`config.mk`:
```
export PLATFORM = sky130hd
export DESIGN_NAME = mem_align_check
export DESIGN_NICKNAME = d
export VERILOG_FILES = /design/src/rtl/mra_pkg.sv /design/src/rtl/mra_ctrl.sv /design/src/rtl/mra_datapath.sv /design/src/rtl/mem_align_check.sv
export SDC_FILE = /design/constraint.sdc
export NUM_CORES = 1
export LEC_CHECK = 0
export ABC_AREA = 1
export ABC_CLOCK_PERIOD_IN_PS = 1700
export BUFFER_PORTS_ARGS = -buffer_cell sky130_fd_sc_hd__buf_2
export CORE_AREA = 2 2 39 41
export DETAILED_ROUTE_END_ITERATION = 10
export DIE_AREA = 0 0 41 43
export PLACE_DENSITY = 0.76
export SLEW_MARGIN = 20
export SYNTH_ARGS = -nofsm -noshare
export SYNTH_HDL_FRONTEND = slang
export SYNTH_SLANG_ARGS = --single-unit
```
`constraint.sdc`:
```
create_clock -name clk -period 1.7 [get_ports clk]
set_input_delay 0.34 -clock clk [delete_from_list [all_inputs] [get_ports clk]]
set_output_delay 0.34 -clock clk [all_outputs]
set_load 0.1 [all_outputs]
```
`src/rtl/mra_pkg.sv`:
```
package mra_pkg;
  localparam int LOW_BITS = 4;

  typedef enum logic [1:0] {
    KIND_NORMAL      = 2'b00,
    KIND_QUAD        = 2'b01,
    KIND_PAIR_WIDE   = 2'b10,
    KIND_PAIR_SINGLE = 2'b11
  } accKind_e;

  typedef enum logic [1:0] {
    FT_NONE        = 2'b00,
    FT_UNALIGNED   = 2'b01,
    FT_UNSUPPORTED = 2'b10
  } faultType_e;

  // strobes from decode control to the datapath
  typedef struct packed {
    logic [LOW_BITS-1:0] alignMask;   // address bits that must be zero
    logic                forceCheck;  // check regardless of enable bit
    logic                extRef;      // 10-byte extended normal reference
  } refStb_t;
endpackage

```
`src/rtl/mra_ctrl.sv`:
```
module mra_ctrl
  import mra_pkg::*;
(
  input  logic [2:0] inSize,
  input  logic [1:0] inKind,
  output refStb_t    stb
);
  always_comb begin
    stb = '0;
    unique case (accKind_e'(inKind))
      KIND_QUAD: begin
        stb.alignMask  = 4'hF;
        stb.forceCheck = 1'b1;
      end
      KIND_PAIR_WIDE:   stb.alignMask = 4'hF;
      KIND_PAIR_SINGLE: stb.alignMask = 4'h7;
      default: begin
        unique case (inSize)
          3'd0:    stb.alignMask = 4'h0;
          3'd1:    stb.alignMask = 4'h1;
          3'd2:    stb.alignMask = 4'h3;
          3'd3:    stb.alignMask = 4'h7;
          default: stb.alignMask = 4'hF;   // 10 B, 16 B, unused codes
        endcase
        stb.extRef = (inSize == 3'd4);
      end
    endcase
  end
endmodule

```
`src/rtl/mra_datapath.sv`:
```
module mra_datapath
  import mra_pkg::*;
#(
  parameter int ADDR_W = 32
) (
  input  logic              clk,
  input  logic              rst,
  input  logic              inValid,
  input  logic [ADDR_W-1:0] inAddr,
  input  refStb_t           stb,
  input  logic              alignChkEn,
  input  logic              wbAttr,
  input  logic              unsupEn,
  output logic              outValid,
  output logic              outFaultValid,
  output logic [1:0]        outFaultType,
  output logic              outAtomic
);
  localparam int CHK_BITS = (ADDR_W < LOW_BITS) ? ADDR_W : LOW_BITS;

  logic [LOW_BITS-1:0] lowAddr;
  logic misaligned, unalFault, unsupFault, atomicNext;
  faultType_e typeNext;

  generate
    if (CHK_BITS == LOW_BITS) begin : g_full
      assign lowAddr = inAddr[LOW_BITS-1:0];
    end else begin : g_narrow
      assign lowAddr = {{(LOW_BITS-CHK_BITS){1'b0}}, inAddr[CHK_BITS-1:0]};
    end
  endgenerate

  always_comb begin
    misaligned = |(lowAddr & stb.alignMask);
    unalFault  = misaligned && (alignChkEn || stb.forceCheck);
    unsupFault = !misaligned && stb.extRef && !wbAttr && unsupEn;
    atomicNext = !misaligned && !(stb.extRef && !wbAttr);
    if (unalFault)       typeNext = FT_UNALIGNED;
    else if (unsupFault) typeNext = FT_UNSUPPORTED;
    else                 typeNext = FT_NONE;
  end

  always_ff @(posedge clk) begin
    if (rst) begin
      outValid      <= 1'b0;
      outFaultValid <= 1'b0;
      outFaultType  <= FT_NONE;
      outAtomic     <= 1'b0;
    end else begin
      outValid      <= inValid;
      outFaultValid <= inValid && (typeNext != FT_NONE);
      outFaultType  <= inValid ? typeNext : FT_NONE;
      outAtomic     <= inValid && atomicNext;
    end
  end

  assert_type_agree_R10: assert property (@(posedge clk) disable iff (rst)
    outFaultValid == (outFaultType != 2'b00));
  assert_type_legal_R10: assert property (@(posedge clk) disable iff (rst)
    outFaultType != 2'b11);
  assert_fault_not_atomic_R5: assert property (@(posedge clk) disable iff (rst)
    outFaultValid |-> !outAtomic);
  assert_unsup_needs_nonwb_R6: assert property (@(posedge clk) disable iff (rst)
    (inValid && wbAttr) |=> (outFaultType != 2'b10));
endmodule

```
`src/rtl/mem_align_check.sv`:
```
module mem_align_check
  import mra_pkg::*;
#(
  parameter int ADDR_W = 32
) (
  input  logic              clk,
  input  logic              rst,
  input  logic              inValid,
  input  logic [ADDR_W-1:0] inAddr,
  input  logic [2:0]        inSize,
  input  logic [1:0]        inKind,
  input  logic              alignChkEn,
  input  logic              wbAttr,
  input  logic              unsupEn,
  output logic              outValid,
  output logic              outFaultValid,
  output logic [1:0]        outFaultType,
  output logic              outAtomic
);
  refStb_t stb;

  mra_ctrl u_ctrl (
    .inSize (inSize),
    .inKind (inKind),
    .stb    (stb)
  );

  mra_datapath #(.ADDR_W(ADDR_W)) u_dp (
    .clk           (clk),
    .rst           (rst),
    .inValid       (inValid),
    .inAddr        (inAddr),
    .stb           (stb),
    .alignChkEn    (alignChkEn),
    .wbAttr        (wbAttr),
    .unsupEn       (unsupEn),
    .outValid      (outValid),
    .outFaultValid (outFaultValid),
    .outFaultType  (outFaultType),
    .outAtomic     (outAtomic)
  );

  assert_valid_follows_R11: assert property (@(posedge clk) disable iff (rst)
    inValid |=> outValid);
  assert_idle_zero_R11: assert property (@(posedge clk) disable iff (rst)
    !inValid |=> (!outValid && !outFaultValid && !outAtomic && outFaultType == 2'b00));
  assert_quad_forced_R3: assert property (@(posedge clk) disable iff (rst)
    (inValid && inKind == 2'b01 && inAddr[3:0] != 4'h0) |=> (outFaultType == 2'b01));
  assert_aligned_no_unal_R4: assert property (@(posedge clk) disable iff (rst)
    (inValid && inAddr[3:0] == 4'h0) |=> (outFaultType != 2'b01));
  assert_quad_aligned_atomic_R8: assert property (@(posedge clk) disable iff (rst)
    (inValid && inKind == 2'b01 && inAddr[3:0] == 4'h0) |=> (outAtomic && !outFaultValid));
endmodule

```
==> metrics.md <==
| Metric | Value |
|---|---|
| Finished Layout Cells | 79 |
| CP Depth | 1 |
| DRC | 0 |
| Worst slew margin | 67.9% |
| CP Capture Point | outValid |
| Initial antenna violation count | 0 |
| Max Clk Rate | 775 MHz |
| Post-CTS setup repair buffer count | 0 |
| DP Cell Count | between 70 and 80 |
| IO buf count | 19 |
| CTS resizes | 0 |
| 1st-iter DRT viols | 1 |
| Post-Syn Area | 285 µm² |
| Setup_tns | 0 ns |
| Setup crit end kind | primary output |
| NumNets Final | 110 |
| Area Overhead vs Synth | 49.6% |
| Max Transition Viols Final | 0 |
| Hold Crit Class | input pin to flop |
| Largest area contributor in the netlist | dfxtp_1 |
| Root Driver | clkbuf_4 |
| Clock slew at reported path FFs | about 0.04 ns |
| Power Density | between 700 and 800 nW/µm² |
| Post-synth cell types | 13 |
| Synthesized net count | 86 |
| WHS | 0.299 ns |
| Max-cap violations | 0 |
| Buf/Inv on CP | 1 |
| Final min period | between 1 and 1.5 ns |
| Most common cell after layout, fill and taps aside | buf_2 |
| Gate Count Post-Synth | 40 |
| Vias per cell | 3.78 |
| Detailed Route WL | 549 µm |
| CP top delay family | buffers and inverters |
| Hpwl dp | about 500 µm |
| Yosys reg bits | 5 |
| Worst vdd ir | about 0.14 mV |
| Row cnt | 14 |
| Final Cell Area | approximately 430 µm² |
| Status | complete, no violations |
| Full die area | ~1800 µm² |
| CTS max path bufs | 2 |
| CP Max Fanout | 1 |
| Routed WL per cell | between 6 and 7 µm |
| Final Cycle Share | between 70% and 80% |
| I/O pin cnt | 48 |
| Routed via count | around 300 |
| Area contributors post-synth | dfxtp_1 35%, ha_1 13%, inv_1 12%, nand2_1 11%, nand3_1 5.3% |
| Crit path kind | flop to primary output |
| CP max stage delay | approximately 0.41 ns |
| Most frequent cells in the layout | 19 x buf_2, 9 x inv_1, 8 x nand2_1 |
| Worst EP arrival | between 0.9 and 1 ns |
| Vias in the first global route | around 280 |
| WP data required | approximately 1.4 ns |
| First-pass GRT wire length | 966 µm |
| CTS tree | done |
| Crit-path cells | buf_2 |
| Final setup violation count | 0 |
| Die X-Extent | 41 µm |
| H-tree depth | 1 |
| Setup crit start | u_dp.outValid |
| Placed instance area | ~400 µm² |
| Initial Util | 20.6% |
| Overall routing resource usage | between 8 and 9% |
| Slew at the pin closest to its max-slew limit | 0.485 ns |
| Startpoint types | flop |
| CTS Buf Count | 3 |
| Gpl congestion | between 0.6 and 0.7 |
| Sequential area share after synthesis | between 30% and 40% |
| Top-area cell type share of the netlist area | a little over a third |
| CTS Hold Buffers Added | 0 |
| Die height | around 43 µm |
| RSZ-0062 raised after global routing | false |
| Avg Cell Area, Syn | approximately 7 µm² |
| Synth warn | 0 |
| Routed Antenna Nets | 0 |
| Drt pass-1 iters | 2 |
| Standby leakage power | 0.260 nW |
| N_diodes | 0 |
| Pin count of the biggest net entering global routing | 5 |
| Slowest CP cell | buf_2 |
| Sink Count | 5 |
| Total gr overflow | 0 |
| Core Region | ~1400 µm² |
| Hold Violations, Final | 0 |
| Layout cells sized above 1 | around two fifths |
-- per-stage QoR --
| stage | total power [mW] | util (%) | worst slack, ns |
|---|---|---|---|
| floorplan | 0.179 | - | 0.451 |
| global placement | 0.203 | 28.9 | 0.359 |
| detailed placement | 0.205 | 28.9 | 0.330 |
| CTS | 0.346 | 30.8 | 0.393 |
| global route | 0.360 | 30.8 | 0.362 |
| finish | 0.336 | 30.8 | 0.410 |
-- routing by layer --
metal / up-vias / share of wire (%) / GRT usage, %
li1: 164 / - / -
met1: 122 / 42 / 8.63
met2: 13 / 49 / 12.5
met3: 0 / 8.2 / 1.57
met4: 0 / 0 / 8.00
met5: - / 0 / 0
-- registers in the layout, summed over array words and instances, names as in the netlist --
| name | cells |
|---|---|
| u_dp.outFaultValid | 1 |
| u_dp.outAtomic | 1 |
| u_dp.outFaultType | 2 |
| u_dp.outValid | 1 |
-- worst min-delay path by stage --
stage          startpoint       endpoint  slack (ns)  cells after the start
2_1_floorplan         rst  u_dp.outValid        0.42                      1
3_3_place_gp          rst  u_dp.outValid        0.54                      2
3_5_place_dp          rst  u_dp.outValid        0.55                      2
4_1_cts               rst  u_dp.outValid        0.29                      2
5_1_grt               rst  u_dp.outValid        0.30                      2
6_report              rst  u_dp.outValid        0.30                      2
-- synthesized netlist by cell type --
| cell | n |
|---|---|
| nand2_1 | 8 |
| o21ai_1 | 1 |
| inv_1 | 9 |
| nor2_4 | 1 |
| nor2_2 | 1 |
| o21ai_0 | 1 |
| nand2_2 | 2 |
| or2_1 | 1 |
| nor2_1 | 4 |
| o21a_1 | 1 |
| nand3_1 | 3 |
| dfxtp_1 | 5 |
| ha_1 | 3 |
-- cells by family after synthesis --
logic type | after synthesis | synth area share (%)
AOI/OAI and AO/OA | 3 | 6.14
adders and majority gates | 3 | 13.2
buffers and inverters | 9 | 11.8
and+or+nand+nor | 20 | 33.8
DFF | 5 | 35.1
-- power by group --
| group | switching [mW] | internal, mW | total, mW |
|---|---|---|---|
| clock | 0.0451 | 0.0885 | 0.134 |
| combinational | 0.0547 | 0.0245 | 0.0793 |
| sequential | 0.000787 | 0.122 | 0.123 |
-- layout make-up --
| class | instances | area (µm²) |
|---|---|---|
| clock buffers | 4 | 26.3 |
| multi-input cells | 26 | 151 |
| fillers | 156 | 957 |
| inverters | 9 | 33.8 |
| well taps | 16 | 20.0 |
| repair buffers | 19 | 95.1 |
| flip-flops and latches | 5 | 100 |
(Power assumes the default switching activity.)
